[config.mk]
export PLATFORM = sky130hd
export DESIGN_NAME = tdm_slot_rx
export DESIGN_NICKNAME = d
export VERILOG_FILES = /design/src/rtl/tdm_rx_pkg.sv /design/src/rtl/tdm_frame_tracker.sv /design/src/rtl/tdm_slot_shifter.sv /design/src/rtl/tdm_slot_rx.sv
export SDC_FILE = /design/constraint.sdc
export NUM_CORES = 1
export LEC_CHECK = 0
export BUFFER_PORTS_ARGS = -buffer_cell sky130_fd_sc_hd__buf_2
export CAP_MARGIN = 20
export CORE_MARGIN = 4
export CORE_UTILIZATION = 57
export CTS_CLUSTER_DIAMETER = 80
export CTS_CLUSTER_SIZE = 10
export DETAILED_ROUTE_END_ITERATION = 10
export PLACE_DENSITY = 0.83
export SLEW_MARGIN = 20
export SYNTH_ARGS = -nofsm -noshare
export SYNTH_HDL_FRONTEND = slang
export SYNTH_SLANG_ARGS = --single-unit
[constraint.sdc]
create_clock -name clk_i -period 3.84 [get_ports clk_i]
set_input_delay 0.768 -clock clk_i [delete_from_list [all_inputs] [get_ports clk_i]]
set_output_delay 0.768 -clock clk_i [all_outputs]
set_load 0.05 [all_outputs]
[src/rtl/tdm_rx_pkg.sv]
package tdm_rx_pkg;

    typedef enum logic {
        RATE_SINGLE = 1'b0,
        RATE_DUAL   = 1'b1
    } rate_e;

    typedef enum logic {
        TRK_HUNT   = 1'b0,
        TRK_LOCKED = 1'b1
    } trk_e;

    // Bit clocks between two word-clock rising edges in the given mode.
    function automatic int unsigned frame_bits(input rate_e r,
                                               input int unsigned slots,
                                               input int unsigned slot_bits);
        int unsigned full;
        full = slots * slot_bits;
        return (r == RATE_DUAL) ? full / 2 : full;
    endfunction

    // Number of slots that fit in one frame of the given mode.
    function automatic int unsigned active_slots(input rate_e r,
                                                 input int unsigned slots);
        return (r == RATE_DUAL) ? slots / 2 : slots;
    endfunction

endpackage

[src/rtl/tdm_frame_tracker.sv]
module tdm_frame_tracker
    import tdm_rx_pkg::*;
#(
    parameter int unsigned N_SLOTS   = 8,
    parameter int unsigned SLOT_BITS = 32,
    parameter int unsigned POS_W     = $clog2(N_SLOTS * SLOT_BITS),
    parameter int unsigned CNT_W     = $clog2(N_SLOTS * SLOT_BITS + 1)
) (
    input  logic             clk_i,
    input  logic             rst_i,
    input  logic             wclk_i,
    input  logic             dual_rate_i,
    output logic [POS_W-1:0] pos_o,
    output logic             pos_vld_o,
    output logic             lock_o,
    output rate_e            rate_o,
    output logic             err_o
);

    logic             wclk_q;
    logic             start;
    logic [CNT_W-1:0] cnt_q;
    logic [CNT_W-1:0] flen;
    trk_e             st_q;
    rate_e            rate_q;
    logic             err_q;

    // Frame boundary: word clock seen high now, low on the previous edge.
    assign start = wclk_i & ~wclk_q;
    assign flen  = CNT_W'(frame_bits(rate_q, N_SLOTS, SLOT_BITS));

    always_ff @(posedge clk_i) begin
        if (rst_i) begin
            wclk_q <= 1'b1;
            cnt_q  <= '0;
            st_q   <= TRK_HUNT;
            rate_q <= RATE_SINGLE;
            err_q  <= 1'b0;
        end else begin
            wclk_q <= wclk_i;
            if (start) begin
                if (st_q == TRK_LOCKED && cnt_q != flen) begin
                    err_q <= 1'b1;          // edge came early
                end
                st_q   <= TRK_LOCKED;
                cnt_q  <= CNT_W'(1);
                rate_q <= dual_rate_i ? RATE_DUAL : RATE_SINGLE;
            end else if (st_q == TRK_LOCKED) begin
                if (cnt_q == flen) begin
                    err_q <= 1'b1;          // edge missing: drop lock
                    st_q  <= TRK_HUNT;
                end else begin
                    cnt_q <= cnt_q + 1'b1;
                end
            end
        end
    end

    // Position of the bit sampled on this edge within the frame.
    assign pos_o     = start ? '0 : cnt_q[POS_W-1:0];
    assign pos_vld_o = start | ((st_q == TRK_LOCKED) && (cnt_q < flen));
    assign lock_o    = (st_q == TRK_LOCKED);
    assign rate_o    = rate_q;
    assign err_o     = err_q;

endmodule

[src/rtl/tdm_slot_shifter.sv]
module tdm_slot_shifter #(
    parameter int unsigned N_SLOTS     = 8,
    parameter int unsigned SLOT_BITS   = 32,
    parameter int unsigned SAMPLE_BITS = 24,
    parameter int unsigned POS_W       = $clog2(N_SLOTS * SLOT_BITS)
) (
    input  logic                         clk_i,
    input  logic                         rst_i,
    input  logic                         sdata_i,
    input  logic [POS_W-1:0]             pos_i,
    input  logic                         pos_vld_i,
    output logic [SAMPLE_BITS-1:0]       data_o,
    output logic [$clog2(N_SLOTS)-1:0]   chan_o,
    output logic                         valid_o
);

    localparam int unsigned SB_W = $clog2(SLOT_BITS);
    localparam int unsigned CH_W = $clog2(N_SLOTS);
    localparam logic [SB_W:0] SMP_LIM  = (SB_W + 1)'(SAMPLE_BITS);
    localparam logic [SB_W:0] SMP_LAST = (SB_W + 1)'(SAMPLE_BITS - 1);

    typedef struct packed {
        logic [CH_W-1:0]        chan;
        logic [SAMPLE_BITS-1:0] data;
    } sample_t;

    logic [SB_W-1:0]        bit_in_slot;
    logic [CH_W-1:0]        slot_idx;
    logic [SB_W:0]          bit_ext;
    logic [SAMPLE_BITS-2:0] sh_q;
    sample_t                out_q;
    logic                   vld_q;

    assign bit_in_slot = pos_i[SB_W-1:0];
    assign slot_idx    = pos_i[SB_W +: CH_W];
    assign bit_ext     = {1'b0, bit_in_slot};

    always_ff @(posedge clk_i) begin
        if (rst_i) begin
            sh_q  <= '0;
            out_q <= '0;
            vld_q <= 1'b0;
        end else begin
            vld_q <= 1'b0;
            if (pos_vld_i && bit_ext < SMP_LIM) begin
                sh_q <= {sh_q[SAMPLE_BITS-3:0], sdata_i};
                if (bit_ext == SMP_LAST) begin
                    out_q.data <= {sh_q, sdata_i};
                    out_q.chan <= slot_idx;
                    vld_q      <= 1'b1;
                end
            end
        end
    end

    assign data_o  = out_q.data;
    assign chan_o  = out_q.chan;
    assign valid_o = vld_q;

endmodule

[src/rtl/tdm_slot_rx.sv]
module tdm_slot_rx
    import tdm_rx_pkg::*;
#(
    parameter int unsigned N_SLOTS     = 8,
    parameter int unsigned SLOT_BITS   = 32,
    parameter int unsigned SAMPLE_BITS = 24
) (
    input  logic                       clk_i,
    input  logic                       rst_i,
    input  logic                       wclk_i,
    input  logic                       sdata_i,
    input  logic                       dual_rate_i,
    output logic [SAMPLE_BITS-1:0]     smp_data_o,
    output logic [$clog2(N_SLOTS)-1:0] smp_chan_o,
    output logic                       smp_valid_o,
    output logic                       frame_err_o
);

    localparam int unsigned CH_W  = $clog2(N_SLOTS);
    localparam int unsigned POS_W = $clog2(N_SLOTS * SLOT_BITS);
    localparam int unsigned CNT_W = $clog2(N_SLOTS * SLOT_BITS + 1);

    logic [POS_W-1:0] trk_pos;
    logic             trk_pos_vld;
    logic             trk_lock;
    rate_e            trk_rate;
    logic             trk_dual;

    tdm_frame_tracker #(
        .N_SLOTS   (N_SLOTS),
        .SLOT_BITS (SLOT_BITS),
        .POS_W     (POS_W),
        .CNT_W     (CNT_W)
    ) u_trk (
        .clk_i       (clk_i),
        .rst_i       (rst_i),
        .wclk_i      (wclk_i),
        .dual_rate_i (dual_rate_i),
        .pos_o       (trk_pos),
        .pos_vld_o   (trk_pos_vld),
        .lock_o      (trk_lock),
        .rate_o      (trk_rate),
        .err_o       (frame_err_o)
    );

    assign trk_dual = (trk_rate == RATE_DUAL);

    tdm_slot_shifter #(
        .N_SLOTS     (N_SLOTS),
        .SLOT_BITS   (SLOT_BITS),
        .SAMPLE_BITS (SAMPLE_BITS),
        .POS_W       (POS_W)
    ) u_shf (
        .clk_i     (clk_i),
        .rst_i     (rst_i),
        .sdata_i   (sdata_i),
        .pos_i     (trk_pos),
        .pos_vld_i (trk_pos_vld),
        .data_o    (smp_data_o),
        .chan_o    (smp_chan_o),
        .valid_o   (smp_valid_o)
    );

endmodule

==> impl_metrics.yaml, run 1 <==
place:
  hpwl_um: 2729
  placed_cells: 319
  place.gp.congestion: 0.8661
  numPortBuffers: 33
min_path:
  hold_path.class: "flip-flop to flip-flop"
floorplanning:
  die_h_um: 75.39
  rows: 24
  ios: 34
  start_util_pct: 59.05
  fp.dieW_um: 75.39
  core_um2: 4384
  dieArea_um2: 5684
routing:
  postRouteAntennaNets: 0
  routedWlPerCell_um: 12.71
  drcViolationCount: 0
  drt_iter0_drc: 146
  routed_via_density: 5.233
  firstDrtPassIters: 4
  wirelength_um: 4208
  num_vias: 1732
synth:
  avgSynthCellArea_um2: 10.61
  synth_edf_count: 0
  synth-async-reset-ratio_pct: 0
  ys_ff_latch: 64
  yosysSeqAreaShare_pct: 49.49
  synth_ff_type: "dfxtp_1"
  yosysWarnings: 0
  ys_types: 31
  netlist_area_um2: 2589
  syn_nets: 253
  synthCells: 244
outcome:
  status: "finished, final reports clean"
timing:
  setup_tns_ps: 0
  period_needed_ps: 2107
  relSlewSlack_pct: 27.33
  tightest_slew_ps: 1090
  final-hold-violation-count: 0
  max_freq_ghz: 0.4747
  rsz0062_at_grt: "no"
  min_period_over_period_pct: 54.86
  clock_skew_ps: 3.460
  setup_viol: 0
  slew_violations: 0
finish:
  stdcell_count: 331
  fin_nets: 287
  final_common_cell: "dfxtp_1"
  area_growth_pct: 12.47
  layout_common_cells: "dfxtp_1, nand2b_1, mux2i_1"
  fill_cells: 349
  diodes: 0
  layout-drive-gt1-share_pct: 17.56
critical_path:
  path_cells: "buf_2 -> nor2b_1 -> a41o_1 -> mux2i_1"
  setup.worst_path.end_class: "flip-flop"
  slowest_delay_ps: 880
  crit_fanout: 20
  path_class: "primary input to flip-flop"
  arrival_ps: 2360
  cpMaxStageDelayCell: "a41o_1"
  required_ps: 4090
  critPathLaunchType: "primary input"
grt:
  grt-ovfl-total: 0
  grt_usage_pct: 16.83
  antenna_found_initial: 0
  grt_max_degree: 61
  grt_pass1_wl_um: 7113
  grt_pass1_vias: 1575
power_and_ir_drop:
  peakVddDrop_mv: 0.2687
  pwr_density_cell_nw_per_um2: 405.5
  clkPwrFrac_pct: 38.7
  swShare_pct: 21.45
  p_sw_uw: 253.2
  pwr-share-seq_pct: 56.9
  leakagePower_uw: 0.001270
  p_int_uw: 927.3
  combPwrFrac_pct: 4.4
clock_network:
  clock_path_buffers: 2
  cts_repair_resize_count: 0
  cts_buffers: 9
  insertion_delay_ps: 330
  postCtsSetupBuffers: 0
  cts_root_buffer: "clkbuf_8"
  cts_htree_levels: 3
  cts.sinks: 64
  hold_buffers: 0
  clkTransAtPathRegs_ps: 60
  tritoncts: "done"
run:
  drv_cap: 0
==> per-stage QoR <==
step	hold WS (ps)	utilization [%]	power (uW)	instance area, um2	worst slack, ps
6_report	468.9	66.41	1180	2912	1733
5_1_grt	494.3	66.41	1224	2912	1619
4_1_cts	473.5	66.41	1195	2912	1737
3_5_place_dp	460.0	63.04	738.6	2764	1385
3_3_place_gp	457.3	63.04	737.9	2764	1481
2_1_floorplan	457.9	-	728.3	2589	2194
==> registers in the layout, indices dropped and copies added, names as in the netlist <==
name           cells
u_trk.err_o        1
u_trk.cnt_q        9
u_trk.rate_o       1
u_shf.sh_q        23
u_shf.chan_o       3
u_trk.wclk_q       1
u_shf.data_o      24
u_trk.lock_o       1
u_shf.valid_o      1
==> logic make-up after synthesis <==
| group | count (synthesis) | synth area share (%) |
|---|---|---|
| muxes | 50 | 19.33 |
| adders and majority gates | 4 | 1.933 |
| buffers and inverters | 16 | 3.142 |
| xor gates and xnor gates | 6 | 2.030 |
| AOI/OAI and AO/OA | 11 | 3.045 |
| and+or+nand+nor | 93 | 21.02 |
| DFF | 64 | 49.49 |
==> final timing paths <==
path                        start         endpoint  slack [ps]  cells past startpoint
hold reg to reg   u_shf.chan_o[0]  u_shf.chan_o[0]         470                      2
setup reg to reg     u_trk.rate_o   u_shf.sh_q[20]        1790                      4
setup / recovery           wclk_i   u_shf.sh_q[20]        1730                      4
hold / removal    u_shf.chan_o[0]  u_shf.chan_o[0]         470                      2
==> Yosys cell counts (2+ instances only) <==
master / n / area, um2
dfxtp_1: 64 / 1281
nand2b_1: 54 / 337.8
mux2i_1: 50 / 500.5
nand2_1: 13 / 48.80
nor2_1: 8 / 30.03
clkbuf_1: 6 / 22.52
a21oi_1: 5 / 25.02
inv_1: 5 / 18.77
ha_1: 4 / 50.05
xor2_1: 4 / 35.03
nand3_1: 3 / 15.01
and3_1: 2 / 12.51
buf_2: 2 / 10.01
buf_6: 2 / 22.52
nand4_1: 2 / 12.51
nand4b_1: 2 / 17.52
nor2b_1: 2 / 12.51
or3_1: 2 / 12.51
xnor2_1: 2 / 17.52
==> power groups by stage <==
stage	registers, uW	logic, uW	clock network [uW]
after global routing	672	56.7	495
after global placement	686	51.8	0
after CTS	672	52.7	470
final	672	52.1	457
after detailed placement	686	52.4	0
after floorplan	686	42.2	0
==> per-layer routing <==
layer	vias to the layer above	GRT usage, %	routed length (um)
li1	884	-	-
met1	807	21.96	2062
met2	33	24.54	1872
met3	8	6.728	195
met4	0	7.573	78
met5	-	0	0
==> layout make-up <==
class	count	area (um2)	area share, %
clock buffers	10	137.6	4.727
clock inverters	2	10.01	0.3438
inverters	5	18.77	0.6446
multi-input cells	164	1226	42.11
flip-flops and latches	64	1281	44.01
well taps	52	65.06	2.235
repair buffers	34	172.7	5.930
==> critical path: cells and delay by family <==
| kind | cells | cell delay [ps] |
|---|---|---|
| compound gates | 1 | 880 |
| buf+inv | 1 | 100 |
| mux | 1 | 280 |
| simple gates | 1 | 320 |
(Power assumes the default switching activity.)
==> inputs of run 2 (changes only) <==
--- a/config.mk
+++ b/config.mk
@@ -8,11 +8,11 @@
 export BUFFER_PORTS_ARGS = -buffer_cell sky130_fd_sc_hd__buf_2
 export CAP_MARGIN = 20
 export CORE_MARGIN = 4
-export CORE_UTILIZATION = 57
+export CORE_UTILIZATION = 56
 export CTS_CLUSTER_DIAMETER = 80
 export CTS_CLUSTER_SIZE = 10
 export DETAILED_ROUTE_END_ITERATION = 10
-export PLACE_DENSITY = 0.83
+export PLACE_DENSITY = 0.82
 export SLEW_MARGIN = 20
 export SYNTH_ARGS = -nofsm -noshare
 export SYNTH_HDL_FRONTEND = slang
==> constraint.sdc (replaced) <==
create_clock -name clk_i -period 2.12 [get_ports clk_i]
set_input_delay 0.424 -clock clk_i [delete_from_list [all_inputs] [get_ports clk_i]]
set_output_delay 0.424 -clock clk_i [all_outputs]
set_load 0.05 [all_outputs]
==> run 2 against run 1 <==
Sequential power rose by 82%. Clock power rose by 130%. Sequential share of layout area fell by 1.5 points. Critical path type is now flip-flop to flip-flop. Die area rose by 1.6%.
==> impl_metrics.yaml, run 2 (synthesized netlist as in run 1, its figures left out) <==
clock_network:
  cts_repair_resize_count: 0
  postCtsSetupBuffers: 0
  cts_root_buffer: "clkbuf_8"
  cts.sinks: 64
  cts_htree_levels: 3
  clkTransAtPathRegs_ps: 70
  tritoncts: "done"
  clock_path_buffers: 2
  insertion_delay_ps: 330
  cts_buffers: 9
  hold_buffers: 0
finish:
  final_common_cell: "dfxtp_1"
  fill_cells: 384
  diodes: 0
  layout_common_cells: "dfxtp_1, nand2b_1, mux2i_1"
  layout-drive-gt1-share_pct: 19.51
  stdcell_count: 339
  area_growth_pct: 16.43
  largest_register_ffs: 24
  fin_nets: 291
timing:
  max_freq_ghz: 0.5687
  clock_skew_ps: 6.650
  holdWs_ps: 299.5
  setup_viol: 0
  setup_tns_ps: 0
  tightest_slew_ps: 497.1
  min_period_over_period_pct: 82.94
  slew_violations: 0
  layout_setup_ws_ps: 361.6
  period_needed_ps: 1758
  final-hold-violation-count: 0
  rsz0062_at_grt: "no"
  relSlewSlack_pct: 66.42
grt:
  grt_pass1_wl_um: 7879
  grt_max_degree: 34
  antenna_found_initial: 0
  grt_pass1_vias: 1780
  grt_usage_pct: 16.54
  grt-ovfl-total: 0
critical_path:
  setup.worst_path.end_class: "flip-flop"
  crit_fanout: 18
  arrival_ps: 2020
  required_ps: 2380
  path_class: "flip-flop to flip-flop"
  critPathLaunchType: "flip-flop"
floorplanning:
  core_um2: 4414
  die_h_um: 75.99
  dieArea_um2: 5774
  rows: 24
  fp.dieW_um: 75.99
  start_util_pct: 58.65
  ios: 34
routing:
  routed_via_density: 5.136
  highest-signal-layer: "met4"
  routedWlPerCell_um: 13.07
  drt_iter0_drc: 81
  num_vias: 1741
  wirelength_um: 4430
  postRouteAntennaNets: 0
  wl_met3_um: 168
  wl_met1_um: 2090
  firstDrtPassIters: 4
  drcViolationCount: 0
  dr_wl_met2_um: 2047
power_and_ir_drop:
  total_power_uw: 2376
  p_int_uw: 1866
  swShare_pct: 21.48
  leakagePower_uw: 0.001310
  combPwrFrac_pct: 4.3
  pwr-share-seq_pct: 51.2
  clkPwrFrac_pct: 44.6
  p_sw_uw: 510.5
  peakVddDrop_mv: 0.5855
  pwr_density_cell_nw_per_um2: 788.3
place:
  placed_cells: 323
  place.gp.congestion: 0.8340
  dp_slack_ps: 410.5
  numPortBuffers: 33
  hpwl_um: 3007
outcome:
  status: "finished, final reports clean"
min_path:
  hold_path.class: "primary input to flip-flop"
run:
  drv_cap: 0
## run 2: cell count changes in the layout (fill, tap and decap cells not counted)
cell	previous run	this run
buf_12	0	1
buf_4	1	4
bufinv_16	0	1
clkbuf_1	0	1
clkbuf_8	10	11
clkinv_2	2	0
clkinvlp_4	0	3
## run 2: worst max-delay path, cell delays in order, from the launching register on
cell      delay [ps]
dfxtp_1          410
inv_1             70
ha_1             170
nand2b_1         170
and4bb_1         210
nand4b_1         110
buf_4            320
mux2i_1          230
## run 2: path summary, 6_finish.rpt
check / from / end / slack (ps) / depth (start not counted)
max: u_trk.cnt_q[7] / u_shf.data_o[10] / 360 / 7
min: wclk_i / u_trk.wclk_q / 300 / 2
max reg2reg: u_trk.cnt_q[7] / u_shf.data_o[10] / 360 / 7
min reg2reg: u_shf.chan_o[0] / u_shf.chan_o[0] / 470 / 2
## run 2: area by class of cell
| type | instances | area, um2 | area share (%) |
|---|---|---|---|
| inverter | 5 | 18.77 | 0.6227 |
| multi-input combinational | 164 | 1226 | 40.68 |
| clock buffer | 12 | 155.1 | 5.147 |
| tap | 52 | 65.06 | 2.159 |
| sequential | 64 | 1281 | 42.51 |
| clock inverter | 4 | 52.55 | 1.743 |
| timing repair buffer | 38 | 215.2 | 7.140 |
## run 2: power groups by stage
stage | registers, uW | clock network [uW] | logic, uW
6_report | 1220 | 1060 | 102
5_1_grt | 1220 | 1140 | 112
4_1_cts | 1220 | 1080 | 103
3_5_place_dp | 1240 | 0 | 102
3_3_place_gp | 1240 | 0 | 101
2_1_floorplan | 1240 | 0 | 76.5
## run 2: routing by layer
metal / vias up / global-route usage [%]
met5: - / 0
li1: 898 / -
met3: 14 / 4.492
met1: 795 / 20.76
met4: 0 / 9.431
met2: 34 / 25.43
## run 2: metrics by stage
stage,instance area (um2),utilization [%]
4_1_cts,3014,68.28
5_1_grt,3014,68.28
2_1_floorplan,2589,-
3_5_place_dp,2806,63.58
6_report,3014,68.28
3_3_place_gp,2806,63.58
==> inputs of run 3 (changes only) <==
==> constraint.sdc (replaced) <==
create_clock -name clk_i -period 1.81 [get_ports clk_i]
set_input_delay 0.362 -clock clk_i [delete_from_list [all_inputs] [get_ports clk_i]]
set_output_delay 0.362 -clock clk_i [all_outputs]
set_load 0.05 [all_outputs]
==> run 3 against run 2 <==
Worst hold slack worse by 55 ps. Cell area up 0.83%. Via count up 2.0%. Critical path depth decreased by 1.
==> impl_metrics.yaml, run 3 (synthesized netlist as in run 1, its figures left out) <==
clock_network:
  tritoncts: "done"
  clkTransAtPathRegs_ps: 60
  cts.sinks: 64
  cts_htree_levels: 3
  insertion_delay_ps: 340
  cts_root_buffer: "clkbuf_8"
  clock_path_buffers: 2
  cts_buffers: 9
  postCtsSetupBuffers: 0
timing:
  slew_violations: 0
  setup_viol: 0
  final-hold-violation-count: 0
  relSlewSlack_pct: 63.93
  rsz0062_at_grt: "no"
  clock_skew_ps: 8.884
  tightest_slew_ps: 534.1
  period_needed_ps: 1665
  holdWs_ps: 244.1
  max_freq_ghz: 0.6007
  setup_tns_ps: 0
  min_period_over_period_pct: 91.98
  layout_setup_ws_ps: 145.2
floorplanning:
  start_util_pct: 58.65
  die_h_um: 75.99
  ios: 34
  core_um2: 4414
  rows: 24
  dieArea_um2: 5774
  fp.dieW_um: 75.99
critical_path:
  path_class: "flip-flop to flip-flop"
  crit_fanout: 10
  arrival_ps: 1920
  setup.worst_path.end_class: "flip-flop"
  critPathLaunchType: "flip-flop"
  required_ps: 2070
power_and_ir_drop:
  p_sw_uw: 578.3
  combPwrFrac_pct: 4.2
  peakVddDrop_mv: 0.5290
  pwr-share-seq_pct: 49.7
  clkPwrFrac_pct: 46.1
  pwr_density_cell_nw_per_um2: 942.6
  p_int_uw: 2287
  total_power_uw: 2865
  swShare_pct: 20.19
  leakagePower_uw: 0.001333
finish:
  fill_cells: 334
  diodes: 0
  multiInputGateArea_um2: 1226
  layout-drive-gt1-share_pct: 19.38
  layout_common_cells: "dfxtp_1, nand2b_1, mux2i_1"
  seq_area_um2: 1281
  area_growth_pct: 17.40
  final_common_cell: "dfxtp_1"
  stdcell_count: 341
  fin_nets: 293
  largest_register_ffs: 24
outcome:
  status: "finished, final reports clean"
grt:
  grt_pass1_wl_um: 7797
  grt-ovfl-total: 0
  grt_pass1_vias: 1739
  grt_max_degree: 34
  grt_usage_pct: 16.48
  antenna_found_initial: 0
place:
  hpwl_um: 2876
  place.gp.congestion: 0.8932
  numPortBuffers: 33
  dp_slack_ps: 143.0
  placed_cells: 325
routing:
  firstDrtPassIters: 4
  num_vias: 1775
  drt_iter0_drc: 102
  routedWlPerCell_um: 13.01
  wirelength_um: 4435
  drcViolationCount: 0
  postRouteAntennaNets: 0
  routed_via_density: 5.205
run:
  drv_cap: 0
min_path:
  hold_path.class: "primary input to flip-flop"
## run 3: cell types whose count changed in the layout (fill, tap and decap cells not counted), sizes merged
| cell | delta |
|---|---|
| clkinvlp | -3 |
| buf | +2 |
| bufinv | +1 |
| clkbuf | +1 |
| clkinv | +1 |
## run 3: cell type report
type	instances	area share [%]
Multi-Input combinational cell	164	40.35
Clock buffer	13	4.899
Clock inverter	3	2.141
Timing Repair Buffer	40	7.699
Tap cell	52	2.141
Inverter	5	0.6175
Sequential cell	64	42.16
## run 3: final timing paths
kind              startpoint         endpoint  slack (ps)  depth (start not counted)
max             u_trk.rate_o  u_shf.data_o[6]         150                          6
min                   wclk_i     u_trk.wclk_q         240                          2
max reg2reg     u_trk.rate_o  u_shf.data_o[6]         150                          6
min reg2reg  u_shf.data_o[3]  u_shf.data_o[3]         470                          2
## run 3: through the flow
| stage | area (um2) | util, % |
|---|---|---|
| floorplan | 2589 | - |
| detailed placement | 2821 | 63.92 |
| global placement | 2821 | 63.92 |
| CTS | 3035 | 68.76 |
| global route | 3039 | 68.85 |
| finish | 3039 | 68.85 |
## run 3: timing repair
| action | CTS | global route |
|---|---|---|
| setup endpoints to repair | 0 | 1 |
| resized for setup | 0 | 1 |
| hold buffers | 0 | 0 |
## run 3: power by group through the flow
stage	clock (uW)	sequential, uW	combinational (uW)
2_1_floorplan	0	1460	89.5
3_3_place_gp	0	1450	119
3_5_place_dp	0	1450	119
4_1_cts	1350	1420	121
5_1_grt	1400	1420	130
6_report	1320	1420	120
## run 3: routing by layer
metal / vias to the layer above / GRT usage (%) / wire length [um]
met5: - / 0 / 0
met1: 817 / 21.55 / 2147
met4: 0 / 8.363 / 91
met3: 10 / 6.028 / 230
met2: 41 / 23.72 / 1966
li1: 907 / - / -
## run 3: worst max-delay path, cell delays in order, from the launching register on
cell	delay, ps
dfxtp_1	330
ha_1	320
nand2b_1	110
and4bb_1	210
and4b_1	270
buf_12	160
mux2i_1	190
